$ cat src/rtl/xpt_route_sel.sv
module xpt_route_sel #(
  parameter bit DEFAULT_DIRECT = 1'b0,
  parameter int SYNC_STAGES    = 2,
  parameter int LANES          = 4,
  localparam int SW            = $clog2(LANES)
) (
  input  logic               clk,
  input  logic               rst_n,
  input  logic               mode_pin,
  input  logic               cs_n,
  input  logic [LANES-1:0]   addr_pins,
  input  logic [LANES-1:0]   data_pins,
  input  logic               we_n,
  input  logic               upd_n,
  input  logic               re_n,
  input  logic [LANES*SW-1:0] bank_sel,
  input  logic [LANES-1:0]   bank_en,
  input  logic [LANES-1:0]   lane_in,
  output logic [LANES*SW-1:0] out_sel,
  output logic [LANES-1:0]   out_en,
  output logic [LANES-1:0]   lane_out,
  output logic               reg_we,
  output logic               reg_upd,
  output logic               reg_re,
  output logic               cap_strobe,
  output logic [LANES*SW-1:0] cap_sel,
  output logic [LANES-1:0]   cap_en
);

  localparam logic [LANES-1:0] BUF_MAP = 4'b1010;

  logic [SYNC_STAGES-1:0] msync;
  logic mode_s, mode_d, use_direct, ctl_ok;
  logic [LANES-1:0] hold_sel, hold_en, src_d, src_a;

  function automatic logic [LANES*SW-1:0] pair_decode(input logic [LANES-1:0] d);
    pair_decode = {1'b1, d[3], 1'b1, d[2], 1'b0, d[1], 1'b0, d[0]};
  endfunction

  always_ff @(posedge clk or negedge rst_n) begin
    if (!rst_n) begin
      msync <= {SYNC_STAGES{DEFAULT_DIRECT}};
      mode_d <= DEFAULT_DIRECT;
    end else begin
      msync <= {msync[SYNC_STAGES-2:0], mode_pin};
      mode_d <= mode_s;
    end
  end

  assign mode_s = msync[SYNC_STAGES-1];
  assign cap_strobe = mode_d & ~mode_s;
  assign use_direct = mode_s | cap_strobe;

  always_ff @(posedge clk or negedge rst_n) begin
    if (!rst_n) begin
      hold_sel <= BUF_MAP;
      hold_en  <= '0;
    end else if (mode_s && !cs_n) begin
      hold_sel <= data_pins;
      hold_en  <= addr_pins;
    end
  end

  assign src_d = (mode_s && !cs_n) ? data_pins : hold_sel;
  assign src_a = (mode_s && !cs_n) ? addr_pins : hold_en;

  assign out_sel = use_direct ? pair_decode(src_d) : bank_sel;
  assign out_en  = rst_n ? (use_direct ? src_a : bank_en) : '0;
  assign cap_sel = pair_decode(hold_sel);
  assign cap_en  = hold_en;

  genvar g;
  generate
    for (g = 0; g < LANES; g++) begin : g_lane
      assign lane_out[g] = out_en[g] & lane_in[out_sel[g*SW +: SW]];
    end
  endgenerate

  assign ctl_ok  = rst_n & ~mode_s & ~cs_n;
  assign reg_we  = ctl_ok & ~we_n;
  assign reg_upd = ctl_ok & ~upd_n;
  assign reg_re  = ctl_ok & ~re_n;

  p_pair_bound_r3: assert property (@(posedge clk) disable iff (!rst_n)
    use_direct |-> (out_sel[1] == 1'b0 && out_sel[3] == 1'b0 &&
                    out_sel[5] == 1'b1 && out_sel[7] == 1'b1));

  p_hold_cs_r4: assert property (@(posedge clk) disable iff (!rst_n)
    (mode_s && $past(mode_s) && cs_n && $past(cs_n)) |-> ($stable(out_sel) && $stable(out_en)));

  p_strobe_single_r6: assert property (@(posedge clk) disable iff (!rst_n)
    cap_strobe |=> !cap_strobe);

  p_strobe_keeps_r6: assert property (@(posedge clk) disable iff (!rst_n)
    cap_strobe |-> (out_sel == cap_sel && out_en == cap_en));

  p_dark_lane_r7: assert property (@(posedge clk) disable iff (!rst_n)
    ((lane_out & ~out_en) == '0));

  p_no_ctl_direct_r8: assert property (@(posedge clk) disable iff (!rst_n)
    mode_s |-> !(reg_we || reg_upd || reg_re));

  p_reset_dark_r9: assert property (@(posedge clk)
    !rst_n |-> (out_en == '0 && lane_out == '0));

endmodule

$ cat config.mk
export PLATFORM = sky130hd
export DESIGN_NAME = xpt_route_sel
export DESIGN_NICKNAME = d
export VERILOG_FILES = /design/src/rtl/xpt_route_sel.sv
export SDC_FILE = /design/constraint.sdc
export NUM_CORES = 1
export LEC_CHECK = 0
export BUFFER_PORTS_ARGS = -buffer_cell sky130_fd_sc_hd__buf_2
export CAP_MARGIN = 20
export CORE_MARGIN = 1.5
export CORE_UTILIZATION = 36
export CTS_CLUSTER_DIAMETER = 150
export DETAILED_ROUTE_END_ITERATION = 8
export GPL_TIMING_DRIVEN = 0
export PLACE_DENSITY = 0.82
export SLEW_MARGIN = 20
export SYNTH_ARGS = -nofsm -noshare
export SYNTH_HDL_FRONTEND = slang
export SYNTH_SLANG_ARGS = --single-unit
$ cat constraint.sdc
create_clock -name clk -period 1.4 [get_ports clk]
set_input_delay 0 -clock clk [delete_from_list [all_inputs] [get_ports clk]]
set_output_delay 0 -clock clk [all_outputs]
set_load 0.02 [all_outputs]
==> run_results.csv, run 1 <==
group,metric,value,unit
outcome,status,"complete, but fails checks",
outcome,violations,"setup timing",
power_and_ir_drop,p_int,0.772,mW
critical_path,r2r_cells,4,
job,drv_cap,0,
power_and_ir_drop,seqPwrFrac,32.7,%
placed_design,gpl.final_weighted_congestion,0.698,
global_routing,antenna_found_initial,0,
cts,path_clk_slew,0.08,ns
sta,fin_crit,1.98,ns
synthesis,synth_compound_area_share,6.46,%
synthesis,synth_area_leaders,"dfrtp_1, mux2i_1, mux2_2",
finish,fillCellCount,180,
synthesis,synth_simple_gate_area_share,12.2,%
finish,layout_common_cells,"buf_2, buf_4, mux2_2, mux2i_1, buf_6",
power_and_ir_drop,p_per_area,794,nW/um2
sta,period_share,141,%
synthesis,synth_top_cell_by_area,"dfrtp_1",
sta,timing.hold.ws,0.0980,ns
synthesis,synth_top_area_share,25.3,%
global_routing,grt_pass1_wl,4100,um
placed_design,port_buffers,58,
floorplan,rows,17,
sta,hold_viol_final,0,
finish,drive_above_1_share,68.6,%
detailed_routing,drcViolationCount,0,
synthesis,avgSynthCellArea,11.0,um2
power_and_ir_drop,p_comb_share,48.3,%
synthesis,ys_seq_elements,11,
critical_path,cp_slowest_cell,"dfstp_2",
global_routing,grt-ovfl-total,0,
synthesis,synth_fa_ha_area_share,0,%
synthesis,synth.distinct_cells,21,
cts,cts_tree,"done",
sta,fin_skew,0.00387,ns
worst_hold_path,hold_end,"hold_sel[3]",
detailed_routing,final_antenna_net_count,0,
critical_path,end_kind,"output pin",
detailed_routing,drt_iter0_markers,13,
power_and_ir_drop,p_leak,0.815,nW
floorplan,io-pin-count,63,
power_and_ir_drop,vdd_drop_max,0.594,mV
placed_design,dpl.hpwl,1860,um
critical_path,cp.required,1.40,ns
worst_hold_path,hp-class,"in2reg",
sta,grt_setup_unrepaired,"yes",
floorplan,die_y,52.7,um
global_routing,grt_pass1_vias,883,
synthesis,synth_cells,81,
critical_path,path_class,"reg2out",
power_and_ir_drop,p_clk_share,19.0,%
cts,numCtsBuffers,3,
critical_path,worstPathMaxFanout,4,
power_and_ir_drop,swShare,36.6,%
critical_path,startpoint,"hold_sel[1]",
synthesis,yosys_warnings,0,
finish,final_common_cell,"buf_2",
critical_path,arrival,1.98,ns
floorplan,die-area,2780,um2
critical_path,worst-path-buf-inv,1,
finish,area_growth,72.1,%
synthesis,synth_top_family_by_area,"multiplexers",
sta,setup_violations,16,
floorplan,initial_core_util,39.1,%
cts,htreeDepth,1,
detailed_routing,dr.pass1.iters,4,
finish,fin_util,67.3,%
synthesis,synth_xor_area_share,0,%
sta,max_clock_freq,0.505,GHz
cts,cts_buffer_depth,2,
detailed_routing,drt-total-wl,2700,um
cts,clockRootBuffer,"clkbuf_4",
critical_path,rr_startpoint,"msync[1]",
cts,cts_sinks,11,
floorplan,fp.dieW,52.7,um
floorplan,core_area,2280,um2
critical_path,critical_path.top_delay_family,"multiplexers",
cts,clk_latency,0.28,ns
global_routing,grt_use_total,20.5,%
critical_path,max_stage_delay,0.56,ns
critical_path,reg2reg_to,"cap_en[3]",
sta,setup_ws,-0.579,ns
power_and_ir_drop,switching_power,0.445,mW
worst_hold_path,hold_path_depth,3,
critical_path,rrSetupSlack,0.11,ns
global_routing,grt_max_degree,17,
critical_path,cp-start-kind,"flip-flop",
detailed_routing,post_drt_wl_per_cell,14.4,um
finish,num_antenna_cells,0,
finish,nets,191,
critical_path,crit_chain,"mux2i_1 > mux2i_2 > mux4_2 > and2_4 > buf_6",
worst_hold_path,min-delay-start,"data_pins[3]",
detailed_routing,vias,921,
synthesis,yosysSeqAreaShare,31.2,%
synthesis,synth.area.mux_share,41.6,%
synthesis,netlist_area,891,um2
detailed_routing,vias_per_cell,4.93,
sta,slew_viol_final,0,
==> synthesized netlist by cell type, drive strengths merged <==
| library cell | count |
|---|---|
| nor2b | 1 |
| dfstp | 2 |
| o211a | 4 |
| nand2 | 5 |
| mux2i | 16 |
| dfrtp | 9 |
| nor2 | 5 |
| mux4 | 3 |
| buf | 7 |
| mux2 | 12 |
| conb | 2 |
| or3 | 2 |
| nand2b | 1 |
| and3b | 1 |
| and2 | 6 |
| a221o | 1 |
| clkbuf | 3 |
| a21o | 1 |
==> tightest hold or removal path, delay by kind of cell <==
kind,cells,cell delay [ns]
buf+inv,1,0.07
compound gates,1,0.09
simple gates,1,0.17
==> layout make-up <==
cell class | count | area (um2) | share of cell area [%]
Clock inverter | 1 | 5.00 | 0.327
Buffer | 8 | 77.6 | 5.06
Tap cell | 28 | 35.0 | 2.29
Multi-Input combinational cell | 62 | 599 | 39.1
Sequential cell | 11 | 279 | 18.2
Timing Repair Buffer | 74 | 514 | 33.6
Clock buffer | 3 | 22.5 | 1.47
==> per-layer routing <==
metal	track usage, %	vias to the layer above	wire length (um)
met5	0	-	0
met3	5.14	2	235
met1	25.8	424	1150
met4	5.13	0	5
li1	-	442	-
met2	35.0	53	1320
==> worst max-delay path by stage <==
stage                        endpoint  slack [ns]  cells past startpoint
after detailed placement  lane_out[2]       -0.36                      6
after CTS                 lane_out[2]       -0.60                      6
after global placement    lane_out[2]       -0.34                      6
after floorplan           lane_out[1]       -0.37                      4
after global routing      lane_out[2]       -0.67                      6
final                     lane_out[1]       -0.58                      5
==> per-stage QoR <==
step / cell area, um2 / power [mW] / cells / setup slack, ns / TNS [ns]
2_1_floorplan: 916 / 0.720 / 83 / -0.369 / -1.20
3_3_place_gp: 1240 / 0.871 / 169 / -0.337 / -1.63
3_5_place_dp: 1240 / 0.887 / 169 / -0.360 / -2.24
4_1_cts: 1490 / 1.20 / 186 / -0.601 / -4.74
5_1_grt: 1530 / 1.29 / 187 / -0.671 / -5.73
6_report: 1530 / 1.22 / 187 / -0.579 / -4.34
==> timing repair <==
| action | in CTS | in global routing |
|---|---|---|
| gates resized for setup | 26 | 12 |
| setup endpoints to repair | 23 | 20 |
| gates cloned | 1 | 0 |
| hold buffers | 9 | 0 |
| endpoints found under the hold margin | 19 | 0 |
| pin swaps | 6 | 1 |
| setup buffers | 5 | 1 |
==> sequential cells by signal (all words and copies together), names as in the netlist <==
name      flops
msync         2
mode_d        1
hold_sel      4
cap_en        4
==> power groups by stage <==
| stage | registers, mW | logic, mW | clock network, mW |
|---|---|---|---|
| 3_3_place_gp | 0.398 | 0.473 | 0 |
| 4_1_cts | 0.398 | 0.561 | 0.240 |
| 3_5_place_dp | 0.402 | 0.485 | 0 |
| 5_1_grt | 0.404 | 0.625 | 0.257 |
| 6_report | 0.398 | 0.587 | 0.232 |
| 2_1_floorplan | 0.440 | 0.280 | 0 |
==> kinds of logic after synthesis <==
group	count (synthesis)
multiplexers	31
AND/OR/NAND/NOR	21
flip-flops	11
buffers and inverters	10
AO/OA/AOI/OAI	6
other	2
No activity file was read; power rests on OpenSTA's default activity.
==> inputs of run 2 (changes only) <==
--- a/config.mk
+++ b/config.mk
@@ -5,14 +5,15 @@
 export SDC_FILE = /design/constraint.sdc
 export NUM_CORES = 1
 export LEC_CHECK = 0
+export ABC_AREA = 1
 export BUFFER_PORTS_ARGS = -buffer_cell sky130_fd_sc_hd__buf_2
 export CAP_MARGIN = 20
 export CORE_MARGIN = 1.5
-export CORE_UTILIZATION = 36
+export CORE_UTILIZATION = 37
 export CTS_CLUSTER_DIAMETER = 150
 export DETAILED_ROUTE_END_ITERATION = 8
 export GPL_TIMING_DRIVEN = 0
-export PLACE_DENSITY = 0.82
+export PLACE_DENSITY = 0.83
 export SLEW_MARGIN = 20
 export SYNTH_ARGS = -nofsm -noshare
 export SYNTH_HDL_FRONTEND = slang
==> run 2 against run 1 <==
Net effect:
- the run still ends with setup timing left
- hold slack worse by 0.049 ns
- power is 8.3% lower
- first-iteration DRC count increased to 2.5 times the previous value
- wire length rose by 2.1%
- largest power group unchanged
- highest routed layer is now met3
==> run_results.csv, run 2 <==
group,metric,value,unit
detailed_routing,top_layer,"met3",
sta,grt_setup_unrepaired,"yes",
power_and_ir_drop,p_comb_share,47.4,%
sta,fin_crit,1.64,ns
cts,clk_latency,0.26,ns
power_and_ir_drop,seqPwrFrac,33.6,%
synthesis,synthArstFlopShare,100,%
power_and_ir_drop,p_total,1.12,mW
job,drv_cap,0,
power_and_ir_drop,p_int,0.681,mW
placed_design,gpl.final_weighted_congestion,0.804,
synthesis,synth_common_cells,"nand2_1, inv_1, nor2_1",
sta,worstMarginPinSlew,0.517,ns
critical_path,cp.required,1.40,ns
synthesis,avgSynthCellArea,6.24,um2
outcome,violations,"setup timing",
placed_design,dpl.hpwl,2000,um
worst_hold_path,hp-class,"in2reg",
critical_path,max_stage_delay,0.39,ns
global_routing,antenna_found_initial,0,
critical_path,cp_slowest_cell,"dfrtp_1",
cts,htreeDepth,1,
critical_path,path_class,"reg2out",
synthesis,synth_cells,148,
detailed_routing,drt-total-wl,2760,um
synthesis,yosysSeqAreaShare,30.1,%
power_and_ir_drop,swShare,39.0,%
power_and_ir_drop,switching_power,0.436,mW
global_routing,grt-ovfl-total,0,
cts,path_clk_slew,0.07,ns
sta,max_clock_freq,0.611,GHz
synthesis,synth_top_area_share,24.4,%
synthesis,synthFlopType,"dfrtp_1",
cts,cts_tree,"done",
detailed_routing,drt_iter0_markers,33,
detailed_routing,vias_per_cell,4.53,
placed_design,port_buffers,58,
finish,layout_common_cells,"buf_2, nand2_1, inv_1",
floorplan,die_y,53.0,um
detailed_routing,wl_met3,198,um
finish,num_antenna_cells,0,
floorplan,core_area,2280,um2
detailed_routing,dr.pass1.iters,4,
cts,cts_buffer_depth,2,
power_and_ir_drop,vdd_drop_max,0.670,mV
power_and_ir_drop,p_per_area,738,nW/um2
outcome,status,"complete, but fails checks",
sta,setup_ws,-0.236,ns
cts,clockRootBuffer,"clkbuf_4",
detailed_routing,dr_wl_met2,1380,um
finish,drive_above_1_share,46.3,%
sta,fin_skew,0.00372,ns
cts,cts_sinks,11,
global_routing,grt_use_total,21.1,%
synthesis,synth.distinct_cells,20,
sta,slew_viol_final,0,
finish,nets,259,
sta,slew_headroom,65.4,%
critical_path,critical_path.top_delay_family,"simple AND/OR/NAND/NOR gates",
critical_path,arrival,1.64,ns
finish,final_cells,255,
synthesis,yosys_warnings,0,
cts,numCtsBuffers,3,
synthesis,ys_seq_elements,11,
sta,hold_viol_final,0,
placed_design,dp_slack,0.0155,ns
placed_design,placed_area,1260,um2
synthesis,yosysMostFrequentCell,"nand2_1",
detailed_routing,wl_met1,1180,um
synthesis,synth_edf_count,0,
placed_design,dp.cells,236,
critical_path,crit_chain,"buf_6 > inv_8 > nand2_8 > or2_1 > nand2_2 > nand2_1 > nand2_1 > nor2_2 > nor2_2 > buf_4",
detailed_routing,drcViolationCount,0,
finish,fillCellCount,216,
floorplan,rows,17,
finish,final_common_cell,"buf_2",
synthesis,synth_top_cell_by_area,"dfrtp_1",
floorplan,fp.dieW,53.0,um
detailed_routing,post_drt_wl_per_cell,10.8,um
floorplan,die-area,2800,um2
global_routing,grt_max_degree,12,
finish,area_growth,63.8,%
synthesis,netlist_area,923,um2
finish,finalInstanceArea,1510,um2
critical_path,end_kind,"output pin",
critical_path,worst-path-buf-inv,3,
critical_path,cp-start-kind,"flip-flop",
sta,setup_violations,10,
synthesis,synth_area_leaders,"dfrtp_1, nand2_1, inv_1",
global_routing,grt_pass1_vias,1071,
floorplan,io-pin-count,63,
power_and_ir_drop,p_leak,0.941,nW
sta,timing.hold.ws,0.0489,ns
critical_path,worstPathMaxFanout,6,
sta,period_share,117,%
power_and_ir_drop,p_clk_share,19.1,%
detailed_routing,final_antenna_net_count,0,
detailed_routing,vias,1156,
floorplan,initial_core_util,40.6,%
global_routing,grt_pass1_wl,4390,um
run 2: cell count changes after synthesis, moves of 4 or more:
cell / change
nand2_1: +43
inv_1: +22
nand3_1: +15
nor2_1: +15
mux2i_1: -14
mux2_2: -12
and2_1: -6
nand3_2: +4
o211a_1: -4
o211ai_1: +4
run 2: path summary, 6_finish.rpt:
| check | start | endpoint | slack [ns] | depth (start not counted) |
|---|---|---|---|---|
| worst min register to register | msync[0] | msync[1] | 0.36 | 0 |
| min in group asynchronous | rst_n | mode_d | 0.30 | 2 |
| worst min-delay path | cs_n | hold_sel[1] | 0.05 | 4 |
| max in group asynchronous | rst_n | hold_sel[1] | 0.74 | 2 |
| worst max register to register | msync[1] | hold_sel[0] | 0.23 | 7 |
| worst max-delay path | msync[1] | lane_out[1] | -0.24 | 10 |
run 2: through the flow:
step | setup TNS (ns) | util (%)
6_report | -1.35 | 66.5
5_1_grt | -2.78 | 66.5
4_1_cts | -1.41 | 65.1
3_5_place_dp | 0 | 55.5
3_3_place_gp | 0 | 55.5
2_1_floorplan | 0 | -
run 2: routing by layer:
layer	global-route usage, %	up-vias
li1	-	604
met5	0	-
met4	0	0
met2	39.8	50
met3	4.24	0
met1	26.0	502
run 2: layout make-up:
class	count	area [um2]	area share (%)
buffer	7	67.6	4.47
tap	28	35.0	2.32
clock buffer	4	26.3	1.74
multi-input combinational	106	543	35.9
sequential	11	278	18.4
inverter	26	108	7.11
timing repair buffer	73	455	30.1
run 2: kinds of logic after synthesis:
kind of cell	count (synthesis)	synth area share (%)
other cells	2	0.813
simple gates	94	45.9
buf+inv	33	17.8
compound gates	8	5.42
flops	11	30.1
run 2: power by group through the flow:
stage | Combinational, mW | Sequential (mW) | Clock, mW
floorplan | 0.254 | 0.416 | 0
global placement | 0.442 | 0.379 | 0
detailed placement | 0.448 | 0.379 | 0
CTS | 0.514 | 0.374 | 0.217
global route | 0.584 | 0.378 | 0.235
finish | 0.529 | 0.375 | 0.213
run 2: worst reg2reg max path, cell delays in order (launching register included):
cell and delay [ns]:
dfrtp_1 0.36, buf_6 0.14, inv_8 0.05, nor2_4 0.17, nand2_2 0.09, buf_4 0.14
buf_4 0.12, nand2_1 0.05
run 2: repair_timing:
action / CTS / global route
gates cloned: 1 / 0
buffers inserted: 5 / 1
hold buffers: 8 / 0
endpoints found under the hold margin: 18 / 0
resized for setup: 24 / 8
pin swaps: 3 / 5
setup endpoints to repair: 16 / 16
==> inputs of run 3 (changes only) <==
--- a/config.mk
+++ b/config.mk
@@ -6,14 +6,14 @@
 export NUM_CORES = 1
 export LEC_CHECK = 0
 export ABC_AREA = 1
-export BUFFER_PORTS_ARGS = -buffer_cell sky130_fd_sc_hd__buf_2
 export CAP_MARGIN = 20
 export CORE_MARGIN = 1.5
-export CORE_UTILIZATION = 37
+export CORE_UTILIZATION = 61
 export CTS_CLUSTER_DIAMETER = 150
 export DETAILED_ROUTE_END_ITERATION = 8
+export DONT_BUFFER_PORTS = 1
 export GPL_TIMING_DRIVEN = 0
-export PLACE_DENSITY = 0.83
+export PLACE_DENSITY = 0.84
 export SLEW_MARGIN = 20
 export SYNTH_ARGS = -nofsm -noshare
 export SYNTH_HDL_FRONTEND = slang
==> constraint.sdc (replaced) <==
create_clock -name clk -period 1.7 [get_ports clk]
set_input_delay 0 -clock clk [delete_from_list [all_inputs] [get_ports clk]]
set_output_delay 0 -clock clk [all_outputs]
set_load 0.02 [all_outputs]
==> run 3 against run 2 <==
Net effect:
- the flow now stops in 5_1_grt
- synthesized cell count is the same
- synthesized area is the same
==> run_results.csv, run 3 <==
group,metric,value,unit
outcome,failing_step,"5_1_grt",
synthesis,yosysSeqAreaShare,30.1,%
synthesis,synthArstFlopShare,100,%
cts,numCtsBuffers,3,
synthesis,synth_top_cell_by_area,"dfrtp_1",
synthesis,synthFlopType,"dfrtp_1",
synthesis,synth_fa_ha_area_share,0,%
synthesis,synth_cells,148,
synthesis,synth_xor_area_share,0,%
floorplan,die_y,41.9,um
cts,cts_sinks,11,
floorplan,initial_core_util,68.4,%
floorplan,rows,13,
synthesis,synth_top_area_share,24.4,%
synthesis,yosysMostFrequentCell,"nand2_1",
synthesis,avgSynthCellArea,6.24,um2
floorplan,io-pin-count,63,
global_routing,grt_max_degree,12,
synthesis,synth_common_cells,"nand2_1, inv_1, nor2_1",
cts,cts_buffer_depth,2,
cts,clockRootBuffer,"clkbuf_4",
synthesis,netlist_area,923,um2
cts,htreeDepth,1,
synthesis,yosys_warnings,0,
synthesis,ys_seq_elements,11,
synthesis,synth_top_family_by_area,"simple AND/OR/NAND/NOR gates",
sta,crit_endpoint,"lane_out[1]",
placed_design,dpl.hpwl,1820,um
outcome,tool.error,"[ERROR DPL-0033] detailed placement checks failed during check placement.",
synthesis,synth_edf_count,0,
synthesis,synth_compound_area_share,5.42,%
synthesis,synth.area.mux_share,0,%
outcome,status,"aborted with a tool error",
global_routing,antenna_found_initial,0,
synthesis,synth_simple_gate_area_share,45.9,%
floorplan,fp.dieW,41.9,um
placed_design,gpl.final_weighted_congestion,0.767,
synthesis,synth.distinct_cells,20,
placed_design,port_buffers,0,
sta,endpoint_type,"top-level output",
synthesis,synth_area_leaders,"dfrtp_1, nand2_1, inv_1",
-- run 3: cell counts after synthesis --
No cell type changed its count.
-- run 3: kinds of logic after synthesis --
kind of cell           count (synthesis)
AND/OR/NAND/NOR                       94
buffers and inverters                 33
flip-flops                            11
AO/OA/AOI/OAI                          8
other                                  2
-- run 3: repair_timing --
action,4_1_cts
gates resized for setup,15
pin swaps,1
buffers inserted,0
setup endpoints to repair,4
hold buffers,18
cloned,0
endpoints found under the hold margin,20
-- run 3: metrics by stage --
stage / setup WS, ns / hold WS (ns) / area (um2) / std cells
CTS: 0.00493 / 0.0822 / 1200 / 187
detailed placement: 0.0957 / -0.295 / 950 / 165
global placement: 0.164 / -0.295 / 950 / 165
floorplan: 0.279 / -0.296 / 931 / 150
==> inputs of run 4 (changes only) <==
--- a/config.mk
+++ b/config.mk
@@ -7,13 +7,12 @@
 export LEC_CHECK = 0
 export ABC_AREA = 1
 export CAP_MARGIN = 20
-export CORE_MARGIN = 1.5
-export CORE_UTILIZATION = 61
-export CTS_CLUSTER_DIAMETER = 150
+export CORE_AREA = 2 2 63 65
 export DETAILED_ROUTE_END_ITERATION = 8
+export DIE_AREA = 0 0 65 67
 export DONT_BUFFER_PORTS = 1
 export GPL_TIMING_DRIVEN = 0
-export PLACE_DENSITY = 0.84
+export PLACE_DENSITY_LB_ADDON = 0.15
 export SLEW_MARGIN = 20
 export SYNTH_ARGS = -nofsm -noshare
 export SYNTH_HDL_FRONTEND = slang
==> run 4 against run 3 <==
Net effect:
- the flow now finishes without violations
==> run_results.csv, run 4 (synthesis results as in run 2) <==
group,metric,value,unit
outcome,status,"finished, final reports clean",
detailed_routing,dr.pass1.iters,4,
critical_path,arrival,1.65,ns
floorplan,rows,22,
detailed_routing,vias_per_cell,4.47,
detailed_routing,drcViolationCount,0,
worst_hold_path,hold_path_depth,1,
global_routing,grt_use_total,13.4,%
detailed_routing,top_layer,"met4",
detailed_routing,wl_met3,209,um
floorplan,initial_core_util,25.6,%
sta,hold_viol_final,0,
floorplan,fp.dieW,65,um
global_routing,antenna_found_initial,0,
detailed_routing,post_drt_wl_per_cell,12.9,um
critical_path,cp.required,1.70,ns
sta,fin_skew,0.00104,ns
critical_path,rrSetupSlack,0.18,ns
detailed_routing,final_antenna_net_count,0,
power_and_ir_drop,p_per_area,703,nW/um2
finish,num_antenna_cells,0,
sta,setup_violations,0,
critical_path,rr_startpoint,"msync[1]",
sta,fin_crit,1.65,ns
critical_path,r2r_cells,5,
critical_path,crit_chain,"buf_6 > inv_8 > nand2_8 > buf_8 > buf_4 > nand3_1 > nand3_1 > nand3_1 > nand2_1 > nor2_4",
cts,cts_buffer_depth,2,
finish,drive_above_1_share,24.6,%
critical_path,max_stage_delay,0.38,ns
critical_path,path_common_cell,"nand3_1",
critical_path,cp_slowest_cell,"dfrtp_1",
finish,final_cells,223,
finish,final_common_cell,"nand2_1",
finish,layout_common_cells,"nand2_1, inv_1, dlygate4sd3_1",
sta,max_clock_freq,0.607,GHz
floorplan,die_y,67,um
global_routing,grt_pass1_wl,4410,um
cts,htreeDepth,1,
critical_path,reg2reg_to,"hold_sel[2]",
placed_design,gpl.final_weighted_congestion,0.680,
critical_path,cp-start-kind,"flip-flop",
critical_path,worstPathMaxFanout,7,
worst_hold_path,hp-class,"in2out",
detailed_routing,wl_met1,1050,um
detailed_routing,drt_iter0_markers,32,
finish,area_growth,45.1,%
sta,finalSetupTns,0,ns
sta,slew_viol_final,0,
cts,cts_tree,"done",
detailed_routing,drt-total-wl,2880,um
cts,cts_sinks,11,
job,drv_cap,0,
placed_design,dp_slack,0.0888,ns
power_and_ir_drop,p_leak,0.724,nW
sta,setup_ws,0.0533,ns
sta,grt_setup_unrepaired,"yes",
floorplan,core_area,3610,um2
worst_hold_path,hold_end,"reg_upd",
global_routing,grt_pass1_vias,990,
worst_hold_path,min-delay-start,"upd_n",
global_routing,grt_max_degree,12,
cts,clk_latency,0.24,ns
critical_path,cp.depth,10,
sta,period_share,96.9,%
critical_path,end_kind,"output pin",
detailed_routing,vias,996,
cts,numCtsBuffers,3,
finish,finalInstanceArea,1340,um2
placed_design,dpl.hpwl,2220,um
cts,path_clk_slew,0.05,ns
finish,nets,207,
placed_design,port_buffers,0,
floorplan,io-pin-count,63,
finish,fin_util,37.2,%
power_and_ir_drop,vdd_drop_max,0.450,mV
critical_path,path_class,"reg2out",
finish,fillCellCount,405,
placed_design,placed_area,991,um2
critical_path,critical_path.top_delay_family,"simple AND/OR/NAND/NOR gates",
global_routing,grt-ovfl-total,0,
detailed_routing,dr_wl_met2,1610,um
placed_design,dp.cells,198,
critical_path,worst-path-buf-inv,4,
cts,clockRootBuffer,"clkbuf_8",
floorplan,die-area,4360,um2
[run 4: stage by stage]
step / hold slack, ns / total power, mW
after floorplan: -0.296 / 0.548
after global placement: -0.295 / 0.587
after detailed placement: -0.295 / 0.590
after CTS: 0.0822 / 0.920
after global routing: 0.0832 / 1.01
final: 0.0818 / 0.942
[run 4: cell type report]
cell class                      count  area (um2)  area share [%]
Tap cell                           48        60.1            4.48
Timing Repair Buffer               21         220            16.4
Buffer                              7        67.6            5.04
Multi-Input combinational cell    106         561            41.8
Clock buffer                        3        41.3            3.08
Clock inverter                      1        5.00           0.373
Sequential cell                    11         278            20.7
Inverter                           26         108            8.03
[run 4: worst max-delay path by stage]
stage	startpoint	end	slack, ns
floorplan	msync[1]	lane_out[2]	0.28
global placement	msync[1]	lane_out[3]	0.11
detailed placement	msync[1]	lane_out[3]	0.09
CTS	msync[1]	lane_out[2]	-0.06
global route	msync[1]	lane_out[2]	-0.04
finish	msync[1]	lane_out[2]	0.05
[run 4: what timing repair did]
action                     in CTS  in global routing
hold buffers                   18                  0
pin swaps                       0                  2
cloned                          0                  1
setup endpoints to repair       4                  6
buffers inserted                0                  2
hold endpoints to repair       20                  0
resized for setup               8                 19
[run 4: per-layer routing]
metal	vias to the layer above	track usage (%)
li1	502	-
met1	464	13.8
met4	0	5.32
met5	-	0
met3	2	4.05
met2	28	25.1
[run 4: where the power goes]
part	internal (mW)	total, mW	switching [mW]	leakage, nW
clock network	0.161	0.266	0.104	0.0255
registers	0.294	0.344	0.0494	0.130
logic	0.125	0.332	0.208	0.569
total	0.580	0.942	0.361	0.724
